$ cat config.mk
export PLATFORM = sky130hd
export DESIGN_NAME = grouped_route_xbar
export DESIGN_NICKNAME = d
export VERILOG_FILES = /design/src/rtl/xbar_pkg.sv /design/src/rtl/xbar_sel_regs.sv /design/src/rtl/xbar_group_mux.sv /design/src/rtl/grouped_route_xbar.sv
export SDC_FILE = /design/constraint.sdc
export NUM_CORES = 1
export LEC_CHECK = 0
export BUFFER_PORTS_ARGS = -buffer_cell sky130_fd_sc_hd__buf_2
export CORE_MARGIN = 2
export CORE_UTILIZATION = 51
export DETAILED_ROUTE_END_ITERATION = 8
export GPL_TIMING_DRIVEN = 0
export PLACE_DENSITY = 0.8
export SETUP_SLACK_MARGIN = 0.3
export SYNTH_ARGS = -nofsm -noshare
export SYNTH_HDL_FRONTEND = slang
export SYNTH_SLANG_ARGS = --single-unit
$ cat constraint.sdc
create_clock -name clk -period 1.3 [get_ports clk]
set_clock_uncertainty 0.1 [all_clocks]
set_input_delay 0.13 -clock clk [delete_from_list [all_inputs] [get_ports clk]]
set_output_delay 0.13 -clock clk [all_outputs]
set_load 0.02 [all_outputs]
$ cat src/rtl/xbar_pkg.sv
package xbar_pkg;
   localparam int NUM_GROUPS = 6;
   localparam int BUS_W      = 32;

   typedef enum logic [2:0] {
      GRP_CLK   = 3'd0,
      GRP_SDATA = 3'd1,
      GRP_FSYNC = 3'd2,
      GRP_PIN   = 3'd3,
      GRP_MISC  = 3'd4,
      GRP_OE    = 3'd5
   } grp_e;

   // Fixed encodings at the bottom of every group's code space
   localparam int ENC_TIE_LOW   = 0;
   localparam int ENC_TIE_HIGH  = 1;
   localparam int ENC_SRC_BASE  = 2;

   function automatic int ceil_div(input int a, input int b);
      return (a + b - 1) / b;
   endfunction
endpackage

$ cat src/rtl/xbar_sel_regs.sv
module xbar_sel_regs
   import xbar_pkg::*;
#(
   parameter int GROUPS   = NUM_GROUPS,
   parameter int DSTS     = 4,
   parameter int SEL_W    = 5,
   parameter int FPR      = 6,
   parameter int ADDR_W   = 4
) (
   input  logic                          clk,
   input  logic                          rst_n,
   input  logic [ADDR_W-1:0]             cfg_addr,
   input  logic                          cfg_we,
   input  logic [BUS_W-1:0]              cfg_wdata,
   output logic [BUS_W-1:0]              cfg_rdata,
   output logic [GROUPS*DSTS*SEL_W-1:0]  sel_flat
);
   localparam int REGS_PER_GRP = ceil_div(DSTS, FPR);
   localparam int NUM_REGS     = GROUPS * REGS_PER_GRP;
   localparam int TOTAL_DSTS   = GROUPS * DSTS;

   if (FPR * SEL_W > BUS_W) begin : g_bad_pack
      $error("xbar_sel_regs: %0d fields of %0d bits exceed the bus", FPR, SEL_W);
   end
   if ((1 << ADDR_W) < NUM_REGS) begin : g_bad_addr
      $error("xbar_sel_regs: address width too small for %0d registers", NUM_REGS);
   end

   logic [SEL_W-1:0] sel_q [TOTAL_DSTS];

   for (genvar g = 0; g < GROUPS; g++) begin : g_grp
      for (genvar j = 0; j < DSTS; j++) begin : g_fld
         localparam int IDX = g * DSTS + j;
         localparam int REG = g * REGS_PER_GRP + j / FPR;
         localparam int POS = (j % FPR) * SEL_W;
         always_ff @(posedge clk or negedge rst_n) begin
            if (!rst_n) begin
               sel_q[IDX] <= '0;
            end else if (cfg_we && (cfg_addr == ADDR_W'(REG))) begin
               sel_q[IDX] <= cfg_wdata[POS +: SEL_W];
            end
         end
         assign sel_flat[IDX*SEL_W +: SEL_W] = sel_q[IDX];
      end
   end

   always_comb begin
      cfg_rdata = '0;
      for (int i = 0; i < TOTAL_DSTS; i++) begin
         if (cfg_addr == ADDR_W'((i / DSTS) * REGS_PER_GRP + (i % DSTS) / FPR)) begin
            cfg_rdata[((i % DSTS) % FPR) * SEL_W +: SEL_W] = sel_q[i];
         end
      end
   end
endmodule

$ cat src/rtl/xbar_group_mux.sv
module xbar_group_mux
   import xbar_pkg::*;
#(
   parameter int NSRC  = 10,
   parameter int DSTS  = 4,
   parameter int SEL_W = 5,
   parameter int STYLE = 0   // 0: indexed select, 1: decoded AND-OR
) (
   input  logic [NSRC-1:0]        src,
   input  logic [DSTS*SEL_W-1:0]  sel,
   output logic [DSTS-1:0]        dst
);
   localparam int ENC_N = 1 << SEL_W;

   if (NSRC + ENC_SRC_BASE > ENC_N) begin : g_bad_src
      $error("xbar_group_mux: %0d sources do not fit %0d-bit selects", NSRC, SEL_W);
   end
   if (STYLE != 0 && STYLE != 1) begin : g_bad_style
      $error("xbar_group_mux: unknown STYLE %0d", STYLE);
   end

   logic [ENC_N-1:0] code_src;

   always_comb begin
      code_src = '0;
      code_src[ENC_TIE_HIGH] = 1'b1;
      code_src[ENC_SRC_BASE +: NSRC] = src;
   end

   for (genvar j = 0; j < DSTS; j++) begin : g_dst
      logic [SEL_W-1:0] s;
      assign s = sel[j*SEL_W +: SEL_W];
      if (STYLE == 0) begin : g_idx
         assign dst[j] = code_src[s];
      end else begin : g_andor
         logic acc;
         always_comb begin
            acc = 1'b0;
            for (int k = 0; k < ENC_N; k++) begin
               acc = acc | ((s == SEL_W'(k)) & code_src[k]);
            end
         end
         assign dst[j] = acc;
      end
   end
endmodule

$ cat src/rtl/grouped_route_xbar.sv
module grouped_route_xbar
   import xbar_pkg::*;
#(
   parameter int NSRC      = 10,
   parameter int DSTS      = 4,
   parameter int SEL_W     = 5,
   parameter int FPR       = 6,
   parameter int ADDR_W    = 4,
   parameter int MUX_STYLE = 0
) (
   input  logic               clk,
   input  logic               rst_n,
   input  logic [ADDR_W-1:0]  cfg_addr,
   input  logic               cfg_we,
   input  logic [31:0]        cfg_wdata,
   output logic [31:0]        cfg_rdata,
   input  logic [NSRC-1:0]    src_clk,
   input  logic [NSRC-1:0]    src_sdata,
   input  logic [NSRC-1:0]    src_fsync,
   input  logic [NSRC-1:0]    src_pin,
   input  logic [NSRC-1:0]    src_misc,
   input  logic [NSRC-1:0]    src_oe,
   output logic [DSTS-1:0]    dst_clk,
   output logic [DSTS-1:0]    dst_sdata,
   output logic [DSTS-1:0]    dst_fsync,
   output logic [DSTS-1:0]    dst_pin,
   output logic [DSTS-1:0]    dst_misc,
   output logic [DSTS-1:0]    dst_oe
);
   localparam int GRP_SEL_W = DSTS * SEL_W;

   logic [NUM_GROUPS*NSRC-1:0]      src_all;
   logic [NUM_GROUPS*DSTS-1:0]      dst_all;
   logic [NUM_GROUPS*GRP_SEL_W-1:0] sel_flat;

   assign src_all = {src_oe, src_misc, src_pin, src_fsync, src_sdata, src_clk};
   assign {dst_oe, dst_misc, dst_pin, dst_fsync, dst_sdata, dst_clk} = dst_all;

   xbar_sel_regs #(
      .GROUPS (NUM_GROUPS),
      .DSTS   (DSTS),
      .SEL_W  (SEL_W),
      .FPR    (FPR),
      .ADDR_W (ADDR_W)
   ) u_regs (
      .clk       (clk),
      .rst_n     (rst_n),
      .cfg_addr  (cfg_addr),
      .cfg_we    (cfg_we),
      .cfg_wdata (cfg_wdata),
      .cfg_rdata (cfg_rdata),
      .sel_flat  (sel_flat)
   );

   for (genvar g = 0; g < NUM_GROUPS; g++) begin : g_grp
      xbar_group_mux #(
         .NSRC  (NSRC),
         .DSTS  (DSTS),
         .SEL_W (SEL_W),
         .STYLE (MUX_STYLE)
      ) u_mux (
         .src (src_all[g*NSRC +: NSRC]),
         .sel (sel_flat[g*GRP_SEL_W +: GRP_SEL_W]),
         .dst (dst_all[g*DSTS +: DSTS])
      );
   end
endmodule

### Word-level counts from Yosys, hierarchy flattened

Index checks and enable logic that the tools add are counted.

| word-level totals | value |
|---|---|
| register bits after elaboration | 120 |
| input port bits | 99 |
| output and inout bits | 56 |
| word-level logic and storage cells | 132 |

| operators by class | value |
|---|---|
| $lt $le $gt $ge | 24 |
| equal/unequal tests | 5 |
| reduce and logical (&&, ||, !) cells | 7 |
| mux-type cells | 72 |

Operators with widths:

| operator | number |
|---|---|
| $lt 5x6->1 const B | 24 |
| $bmux 1 s5 | 24 |
| $mux 5 | 24 |
| $mux 1 | 24 |
| $eq 4x2->1 const B | 2 |
| $eq 4x3->1 const B | 2 |
| $logic_and 1x1->1 | 6 |
| $eq 4x1->1 const B | 1 |
| $logic_not 4->1 | 1 |

### Depth between registers and ports, before layout

Gate-level depths: netlist of the first run.

| logic depth | value |
|---|---|
| depth after elaboration | 7 |
| depth in mapped cells | 6 |
| depth with buffers taken out | 4 |

### Cells and area by module

Synthesis of the first run repeated with hierarchy kept, for this count alone.

| unflattened totals | value |
|---|---|
| cell total of the unflattened synthesis | 714 |
| area total of the unflattened synthesis | 8107.8 um^2 |

Modules (own cells, without submodules):

| module | times used | cells an instance | area an instance (um^2) | sequential area each (um^2) |
|---|---|---|---|---|
| xbar_sel_regs | 1 | 450 | 5698.0 | 3002.9 |
| xbar_group_mux | 6 | 44 | 401.6 | 0.0 |

### Worst setup path after synthesis of the first run

No wires, ideal clock.

| timing | value |
|---|---|
| kind | register to output |
| start | register u_regs.sel_q (netlist bit u_regs.sel_flat[100]) |
| end | output dst_oe[0] |
| path slack | -301 ps |
| stages on the path, launching flop included | 4 |
| data required time | 1070 ps |
| arrival | 1371 ps |
| buffers on the path | 0 |
| path through | dfrtp_1 mux4_2 mux2i_1 o31ai_1 |

| between the ends | value |
|---|---|
| cells in the longest elaborated chain, start to end | 2 |

RTL lines:

| element | line | source |
|---|---|---|
| from (decl) | xbar_sel_regs.sv:29 | `logic [SEL_W-1:0] sel_q [TOTAL_DSTS];` |
| from (signal, indexed assignment) | xbar_sel_regs.sv:40 | `sel_q[IDX] <= cfg_wdata[POS +: SEL_W];` |
| $bmux 1 s5 | xbar_group_mux.sv:34 | `assign dst[j] = code_src[s];` |
| $mux 1 (implied by the code) | xbar_group_mux.sv:34 |  |
| to (decl) | grouped_route_xbar.sv:28 | `output logic [DSTS-1:0] dst_oe` |

No other way between the ends. The select of a mux whose other input is x is not followed.

### Final worst setup path of the first run

| timing | value |
|---|---|
| start | register u_regs.sel_q (netlist bit u_regs.sel_flat[30]) |
| end | output dst_sdata[2] |

| between the ends | value |
|---|---|
| cells in the longest elaborated chain, start to end | 2 |

RTL lines:

| element | line | source |
|---|---|---|
| $bmux 1 s5 | xbar_group_mux.sv:34 |  |
| $mux 1 (implied by the code) | xbar_group_mux.sv:34 |  |
| to (decl) | grouped_route_xbar.sv:24 | `output logic [DSTS-1:0] dst_sdata,` |

No other way between the ends. The select of a mux whose other input is x is not followed.

==> flow_metrics.py, run 1 <==
metrics = {
    "global_routing": {
        "grt-busiest-layer": "met2",
        "grt_use_met2_pct": 60.7,
        "grt_pass1_vias": 7430,
        "track_usage_pct": 37.1,
        "antenna_found_initial": 0,
        "grt_max_degree": 66,
        "use_met1_pct": 44.9,
        "grt-ovfl-total": 0,
        "grt_util_met3_pct": 9.57,
        "grt_pass1_wl_mm": 44.4,
    },
    "floorplan": {
        "rows": 44,
        "boundaryPins": 155,
        "die_x_um": 126,
        "start_util_pct": 52.4,
        "dieArea_um2": 16000,
        "die_y_um": 126,
        "fp.coreArea_um2": 14600,
    },
    "logic_synthesis": {
        "ys_ff_latch": 120,
        "seq_area_frac_synth_pct": 39.3,
        "postSynth.asyncResetShare_pct": 100,
        "ys_top_cells_by_count": "120 x dfrtp_1, 98 x mux2_2, 48 x mux4_2",
        "synth_warnings": 0,
        "synth_area_leader_cell": "dfrtp_1",
        "synthFlopType": "dfrtp_1",
        "yosysMostFrequentCell": "dfrtp_1",
        "yosysTopAreaCellShare_pct": 39.3,
        "ys_types": 27,
        "synthTopCellsByArea": "dfrtp_1 39%, mux2_2 14%, mux4_2 14%, nand3b_1 3.6%, a31oi_1 3.4%",
        "synth_edf_count": 0,
        "syn_area_um2": 7650,
        "syn_area_per_cell_um2": 12.1,
        "syn_inst": 633,
    },
    "cts": {
        "ctsHoldBuffers": 1,
        "clock_sinks": 120,
        "max-clock-path-buffers": 2,
        "clock-root-buffer": "clkbuf_16",
        "cts_buffers": 17,
        "clk_latency_ns": 0.42,
        "cts_max_level": 4,
        "clkTransAtPathRegs_ns": 0.06,
        "cts_tree": "built",
    },
    "pwr": {
        "worst_ir_drop_vdd_mv": 1.12,
        "power_density_nw_per_um2": 1620,
        "p_leak_nw": 5.22,
        "power.total_mw": 18.9,
    },
    "critical_path": {
        "worstReg2RegEnd": "u_regs.sel_flat[45]$_DFFE_PN0P_",
        "timing.rr.start": "u_regs.sel_flat[45]$_DFFE_PN0P_",
        "r2r_setup_slack_ns": 0.12,
        "r2r_cells": 3,
        "crit_required_ns": 1.07,
        "path_class": "reg2out",
        "cp.arrival_ns": 1.89,
        "end_kind": "output pin",
        "path_max_fanout": 3,
        "start_kind": "flop",
    },
    "timing": {
        "rsz0062_at_grt": "true",
        "post-route-period-util_pct": 163,
        "tightest_slew_ns": 0.656,
        "setup_slack_ns": -0.817,
        "fin_crit_ns": 2.12,
        "setup_viol": 44,
        "clock.fmax_mhz": 472,
        "slew_headroom_pct": 56.3,
        "slew_violations": 0,
        "whs_ns": -0.425,
        "setup-tns-final_ns": -29.71,
        "hold_viol": 64,
    },
    "place": {
        "pre_cts_ws_ns": -0.451,
        "numPortBuffers": 130,
        "placed_area_um2": 9140,
        "hpwlAfterDp_mm": 18.6,
        "placedCellCount": 959,
        "finalWeightedCongestion": 0.983,
    },
    "detailed_routing": {
        "routed_via_density": 6.91,
        "wl_mm": 31.3,
        "vias": 7424,
        "wl_per_cell_um": 29.2,
        "firstDrtPassIters": 5,
        "first_iter_violations": 836,
        "ant_nets": 0,
        "drc_errors": 0,
    },
    "outcome": {
        "violations": "hold timing, setup timing",
        "status": "finished, violations left",
    },
    "run": {
        "drv_cap": 0,
    },
    "finish": {
        "postLayoutCoreUtil_pct": 79.9,
        "layoutNonFillerInstCount": 1074,
        "nNetsFinal": 975,
        "syn_to_final_growth_pct": 52.5,
        "fin_area_um2": 11700,
        "drive_above_1_share_pct": 68.1,
        "largest_reg_flops": 120,
    },
    "worst_hold_path": {
        "min_path_type": "in2async",
    },
}
-- cell type report --
| class | count | area (µm²) |
|---|---|---|
| Buffer | 41 | 419 |
| Antenna cell | 1 | 2.50 |
| Sequential cell | 120 | 3060 |
| Fill cell | 743 | 2930 |
| Timing Repair Buffer | 213 | 1760 |
| Inverter | 6 | 22.5 |
| Tap cell | 184 | 230 |
| Multi-Input combinational cell | 477 | 5500 |
| Clock inverter | 12 | 223 |
| Clock buffer | 20 | 447 |
-- worst max path at each step --
stage	startpoint	end	slack [ns]	depth (start not counted)
final	u_regs.sel_flat[30]$_DFFE_PN0P_	dst_sdata[2]	-0.82	4
after global routing	u_regs.sel_flat[0]$_DFFE_PN0P_	dst_clk[0]	-0.86	5
after CTS	u_regs.sel_flat[60]$_DFFE_PN0P_	dst_pin[0]	-0.74	4
after detailed placement	cfg_addr[0]	cfg_rdata[5]	-0.45	7
after global placement	rst_n	u_regs.sel_flat[12]$_DFFE_PN0P_	-1.35	1
after floorplan	u_regs.sel_flat[100]$_DFFE_PN0P_	dst_oe[0]	-0.15	3
-- timing repair --
action	CTS	global route
cloned	7	3
resized for setup	225	71
pin swaps	51	35
setup buffers	60	11
endpoints found under the setup margin	134	164
endpoints found under the hold margin	70	64
-- logic make-up (layout without fill, tap and decap cells) --
group                  count (synthesis)  after routing  synth area share (%)
and+or+nand+nor                      139            139                  9.85
DFF                                  120            120                  39.3
buffers and inverters                 47            292                  3.31
muxes                                194            194                  35.7
other                                  1             13                0.0490
AOI/OAI and AO/OA                    132            132                  11.8
-- layer usage --
layer,wire [µm],up-vias
li1,-,2947
met1,11200,3694
met2,14800,594
met3,2960,189
met4,2390,0
met5,0,-
-- worst max-delay path, cell delays in order, from the launching register on --
cell	delay [ns]
dfrtp_2	0.45
mux4_2	0.57
nand3b_1	0.14
a31oi_2	0.12
buf_4	0.17
-- cell usage in the layout (no fill, tap or decap), types with 19 or more instances in the layout --
master and n:
mux2_4 107, nand3b_1 37, buf_6 46, dfrtp_2 45, a22o_1 20, nand2b_1 20
dfrtp_1 75, mux4_2 48, nand2_1 19, a31oi_1 24, o22ai_2 20, a21oi_1 24
a2bb2oi_2 20, nor2_1 28, buf_4 68, clkbuf_16 20, buf_2 102
-- power by group --
part           total, mW  internal (mW)  switching [mW]  leakage (nW)
combinational       7.14           4.09            3.05          3.48
sequential          6.29           4.67            1.61          1.42
clock               5.47           3.64            1.83         0.320
total               18.9           12.4            6.49          5.22
Power figures use the tool's default switching activity.
==> run 2: changes to the inputs <==
--- a/config.mk
+++ b/config.mk
@@ -8,10 +8,13 @@
 export BUFFER_PORTS_ARGS = -buffer_cell sky130_fd_sc_hd__buf_2
 export CORE_MARGIN = 2
 export CORE_UTILIZATION = 51
+export CTS_BUF_LIST = sky130_fd_sc_hd__clkbuf_4 sky130_fd_sc_hd__clkbuf_8 sky130_fd_sc_hd__clkbuf_16
 export DETAILED_ROUTE_END_ITERATION = 8
 export GPL_TIMING_DRIVEN = 0
 export PLACE_DENSITY = 0.8
 export SETUP_SLACK_MARGIN = 0.3
+export SLEW_MARGIN = 25
 export SYNTH_ARGS = -nofsm -noshare
 export SYNTH_HDL_FRONTEND = slang
 export SYNTH_SLANG_ARGS = --single-unit
+export TNS_END_PERCENT = 10
==> flow_metrics.py, run 2 (synthesized netlist as in run 1, its figures left out) <==
metrics = {
    "pwr": {
        "power_density_nw_per_um2": 1640,
        "power_frac_clock_pct": 28.6,
        "p_leak_nw": 4.26,
        "worst_ir_drop_vdd_mv": 1.13,
        "switchingPower_mw": 5.61,
        "p_seq_share_pct": 38.2,
        "p_sw_share_pct": 34.3,
        "cell_internal_pwr_mw": 10.8,
        "combPwrFrac_pct": 33.2,
    },
    "outcome": {
        "violations": "hold timing, setup timing",
        "status": "finished, violations left",
    },
    "place": {
        "hpwlAfterDp_mm": 17.9,
        "finalWeightedCongestion": 1.05,
        "placedCellCount": 959,
        "numPortBuffers": 130,
    },
    "global_routing": {
        "use_met1_pct": 43.9,
        "grt_use_met2_pct": 48.9,
        "grt_util_met3_pct": 8.01,
        "grt-busiest-layer": "met2",
        "grt-ovfl-total": 0,
        "track_usage_pct": 32.2,
        "grt_max_degree": 77,
        "antenna_found_initial": 1,
        "grt_pass1_wl_mm": 38.3,
        "grt_pass1_vias": 6636,
    },
    "floorplan": {
        "boundaryPins": 155,
        "start_util_pct": 52.4,
        "die_x_um": 126,
        "dieArea_um2": 16000,
        "rows": 44,
        "fp.coreArea_um2": 14600,
        "die_y_um": 126,
    },
    "critical_path": {
        "end_kind": "output pin",
        "start_kind": "flop",
        "cp.arrival_ns": 1.85,
        "path_class": "reg2out",
        "path_max_fanout": 5,
        "crit_required_ns": 1.07,
    },
    "detailed_routing": {
        "firstDrtPassIters": 5,
        "drc_errors": 0,
        "wl_mm": 25.3,
        "ant_nets": 0,
        "vias": 6657,
        "routed_via_density": 6.54,
        "wl_per_cell_um": 24.9,
        "first_iter_violations": 599,
    },
    "cts": {
        "cts_tree": "built",
        "clock-root-buffer": "clkbuf_16",
        "clkTransAtPathRegs_ns": 0.05,
        "cts_buffers": 17,
        "max-clock-path-buffers": 2,
        "clock_sinks": 120,
        "ctsHoldBuffers": 3,
        "clk_latency_ns": 0.42,
        "cts_max_level": 4,
    },
    "timing": {
        "post-route-period-util_pct": 160,
        "rsz0062_at_grt": "true",
        "setup-tns-final_ns": -28.66,
        "fin_crit_ns": 2.08,
        "setup_slack_ns": -0.780,
        "clock.fmax_mhz": 481,
        "whs_ns": -0.471,
        "setup_viol": 44,
        "slew_violations": 0,
        "hold_viol": 120,
        "slew_headroom_pct": 58.9,
        "tightest_slew_ns": 0.617,
    },
    "finish": {
        "postLayoutCoreUtil_pct": 68.6,
        "final_cell_mix": "127 x buf_2, 98 x mux2_2, 81 x dfrtp_1",
        "diodes": 0,
        "layoutNonFillerInstCount": 1018,
        "nNetsFinal": 921,
        "syn_to_final_growth_pct": 30.8,
        "nFillCells": 999,
        "largest_reg_flops": 120,
        "drive_above_1_share_pct": 60.3,
        "final_common_cell": "buf_2",
    },
    "run": {
        "drv_cap": 0,
    },
    "worst_hold_path": {
        "min_path_type": "in2async",
    },
}
run 2: path summary, 6_finish.rpt:
kind | to | cells after the start | from | slack, ns
worst min-delay path | u_regs.sel_flat[70]$_DFFE_PN0P_ | 1 | rst_n | -0.47
worst min register to register | u_regs.sel_flat[79]$_DFFE_PN0P_ | 1 | u_regs.sel_flat[79]$_DFFE_PN0P_ | 0.48
max in group asynchronous | u_regs.sel_flat[30]$_DFFE_PN0P_ | 2 | rst_n | 0.82
worst max-delay path | dst_clk[0] | 4 | u_regs.sel_flat[0]$_DFFE_PN0P_ | -0.78
min in group clk | u_regs.sel_flat[101]$_DFFE_PN0P_ | 2 | cfg_wdata[1] | 0.03
worst max register to register | u_regs.sel_flat[115]$_DFFE_PN0P_ | 2 | u_regs.sel_flat[115]$_DFFE_PN0P_ | 0.19
run 2: critical path, cell delays in order (launching register included):
cell and delay, ns:
dfrtp_2 0.42, mux4_2 0.55, mux2i_2 0.20, o31ai_2 0.10, buf_4 0.16
run 2: metal layers:
metal,vias up,part of all wire [%]
li1,2851,-
met1,3329,39
met2,396,46
met3,79,11
met4,2,4.7
met5,-,0.051
run 2: repair_timing:
action,4_1_cts,5_1_grt
setup buffers,16,9
resized for setup,95,42
endpoints found under the hold margin,119,44
pin swaps,12,14
endpoints found under the setup margin,164,164
run 2: final cells by class:
cell class	count	area (µm²)	share of cell area, %
well taps	184	230	2.30
flip-flops and latches	120	3050	30.5
plain buffers	41	263	2.63
repair buffers	159	941	9.41
clock buffers	23	495	4.95
clock inverters	8	95.1	0.951
inverters	6	22.5	0.225
multi-input cells	477	4900	49.0
run 2: power groups by stage:
| stage | Clock, mW | Sequential, mW | Combinational (mW) |
|---|---|---|---|
| 2_1_floorplan | 0 | 5.60 | 3.44 |
| 3_3_place_gp | 0 | 6.06 | 4.47 |
| 6_report | 4.68 | 6.25 | 5.44 |
| 3_5_place_dp | 0 | 6.15 | 4.61 |
| 5_1_grt | 4.87 | 6.40 | 5.76 |
| 4_1_cts | 4.70 | 6.16 | 5.08 |
run 2: metrics by stage:
stage | instance area, µm² | worst slack (ns) | power [mW] | hold WS, ns
global route | 10000 | -0.843 | 17.0 | -0.441
floorplan | 7830 | -0.150 | 9.04 | -0.266
global placement | 8710 | -1.38 | 10.5 | 0.386
CTS | 9790 | -0.770 | 15.9 | -0.454
detailed placement | 8740 | -0.616 | 10.8 | -0.00895
finish | 10000 | -0.780 | 16.4 | -0.471
==> run 3: changes to the inputs <==
--- a/config.mk
+++ b/config.mk
@@ -7,11 +7,11 @@
 export LEC_CHECK = 0
 export BUFFER_PORTS_ARGS = -buffer_cell sky130_fd_sc_hd__buf_2
 export CORE_MARGIN = 2
-export CORE_UTILIZATION = 51
-export CTS_BUF_LIST = sky130_fd_sc_hd__clkbuf_4 sky130_fd_sc_hd__clkbuf_8 sky130_fd_sc_hd__clkbuf_16
+export CORE_UTILIZATION = 52
+export CTS_BUF_LIST = sky130_fd_sc_hd__clkbuf_8
 export DETAILED_ROUTE_END_ITERATION = 8
 export GPL_TIMING_DRIVEN = 0
-export PLACE_DENSITY = 0.8
+export PLACE_DENSITY = 0.81
 export SETUP_SLACK_MARGIN = 0.3
 export SLEW_MARGIN = 25
 export SYNTH_ARGS = -nofsm -noshare
==> flow_metrics.py, run 3 (synthesized netlist as in run 1, its figures left out) <==
metrics = {
    "critical_path": {
        "crit_buf_inv": 1,
        "r2r_cells": 2,
        "worstReg2RegEnd": "u_regs.sel_flat[40]$_DFFE_PN0P_",
        "worstPathCellList": "mux4_2 > mux2i_1 > o31ai_2 > buf_4",
        "timing.rr.start": "u_regs.sel_flat[40]$_DFFE_PN0P_",
        "crit_family": "multiplexers",
        "slowest_stage": "mux4_2",
        "path_class": "reg2out",
        "path_max_fanout": 5,
        "cp.arrival_ns": 1.90,
        "r2r_setup_slack_ns": 0.21,
        "crit_required_ns": 1.07,
        "end_kind": "output pin",
        "start_kind": "flop",
        "cpPeakStageDelay_ns": 0.52,
    },
    "detailed_routing": {
        "ant_nets": 0,
        "routed_via_density": 6.53,
        "vias": 6695,
        "wl_mm": 25.7,
        "firstDrtPassIters": 5,
        "wl_per_cell_um": 25.0,
        "first_iter_violations": 586,
        "drc_errors": 0,
    },
    "floorplan": {
        "fp.coreArea_um2": 14400,
        "die_x_um": 125,
        "rows": 44,
        "die_y_um": 125,
        "start_util_pct": 53.0,
        "dieArea_um2": 15700,
        "boundaryPins": 155,
    },
    "global_routing": {
        "antenna_found_initial": 1,
        "grt_pass1_wl_mm": 37.4,
        "grt_pass1_vias": 6388,
        "track_usage_pct": 31.9,
        "grt_max_degree": 66,
        "grt-ovfl-total": 0,
    },
    "cts": {
        "cts_buffers": 17,
        "clkTransAtPathRegs_ns": 0.08,
        "cts_max_level": 4,
        "clock-root-buffer": "clkbuf_8",
        "clock_sinks": 120,
        "cts_tree": "built",
        "clk_latency_ns": 0.44,
        "max-clock-path-buffers": 2,
        "ctsHoldBuffers": 7,
    },
    "place": {
        "hpwlAfterDp_mm": 18.1,
        "numPortBuffers": 130,
        "placedCellCount": 959,
        "pre_cts_ws_ns": -0.630,
        "placed_area_um2": 8740,
        "finalWeightedCongestion": 1.07,
    },
    "timing": {
        "tightest_slew_ns": 0.683,
        "slew_headroom_pct": 54.5,
        "setup_viol": 51,
        "setup_slack_ns": -0.828,
        "slew_violations": 0,
        "hold_viol": 91,
        "fin_crit_ns": 2.13,
        "clock.fmax_mhz": 470,
        "post-route-period-util_pct": 164,
        "whs_ns": -0.455,
        "rsz0062_at_grt": "true",
        "setup-tns-final_ns": -29.90,
    },
    "finish": {
        "fin_area_um2": 10000,
        "largest_reg_flops": 120,
        "drive_above_1_share_pct": 61.0,
        "seq_area_um2": 3050,
        "final_common_cell": "buf_2",
        "nNetsFinal": 928,
        "syn_to_final_growth_pct": 31.0,
        "final_cell_mix": "123 x buf_2, 98 x mux2_2, 79 x dfrtp_1",
        "nFillCells": 1016,
        "layoutNonFillerInstCount": 1026,
        "multi_input_area_um2": 4920,
    },
    "pwr": {
        "power_density_nw_per_um2": 1540,
        "worst_ir_drop_vdd_mv": 0.868,
        "p_leak_nw": 4.27,
    },
    "outcome": {
        "violations": "hold timing, setup timing",
        "status": "finished, violations left",
    },
    "worst_hold_path": {
        "min_path_type": "in2async",
    },
    "run": {
        "drv_cap": 0,
    },
}
## run 3: cell types whose count changed in the layout (fill, tap and decap cells not counted), sizes merged
cell	previous run	this run
clkinv	4	3
buf	187	188
bufinv	2	4
diode	0	1
clkinvlp	2	1
dlygate4sd3	3	7
inv	6	8
## run 3: layout make-up
type / count / share of cell area [%]
clock inverter: 10 / 1.50
antenna: 1 / 0.0250
tap: 184 / 2.30
timing repair buffer: 166 / 10.0
multi-input combinational: 477 / 49.2
clock buffer: 21 / 2.89
buffer: 41 / 3.37
inverter: 6 / 0.225
sequential: 120 / 30.5
## run 3: through the flow
stage          total power [mW]  utilization, %
2_1_floorplan              9.04               -
3_3_place_gp               10.5            60.4
3_5_place_dp               10.8            60.6
4_1_cts                    14.9            67.1
5_1_grt                    16.0            69.4
6_report                   15.4            69.4
## run 3: per-layer routing
layer | GRT usage, % | part of all wire [%] | vias to the layer above
li1 | - | - | 2860
met1 | 43.4 | 39 | 3328
met2 | 49.2 | 46 | 416
met3 | 7.27 | 9.8 | 91
met4 | 14.7 | 5.2 | 0
met5 | 0 | 0 | -
## run 3: how the worst max path moves through the flow
stage / slack [ns] / startpoint / depth (start not counted) / endpoint
after floorplan: -0.15 / u_regs.sel_flat[100]$_DFFE_PN0P_ / 3 / dst_oe[0]
after global placement: -1.32 / rst_n / 1 / u_regs.sel_flat[45]$_DFFE_PN0P_
after detailed placement: -0.63 / cfg_addr[0] / 7 / cfg_rdata[10]
after CTS: -0.77 / u_regs.sel_flat[60]$_DFFE_PN0P_ / 4 / dst_pin[0]
after global routing: -0.89 / u_regs.sel_flat[60]$_DFFE_PN0P_ / 4 / dst_pin[0]
final: -0.83 / u_regs.sel_flat[60]$_DFFE_PN0P_ / 4 / dst_pin[0]
## run 3: power by group
group	internal [mW]	switching, mW	leakage (nW)
Clock	2.26	1.44	0.230
Sequential	4.67	1.57	1.42
Combinational	3.05	2.42	2.62
## run 3: what timing repair did
action                                  CTS  global route
gates resized for setup                  94            78
endpoints found under the hold margin    95            55
pin swaps                                21            12
endpoints found under the setup margin  164           161
setup buffers                            18            10
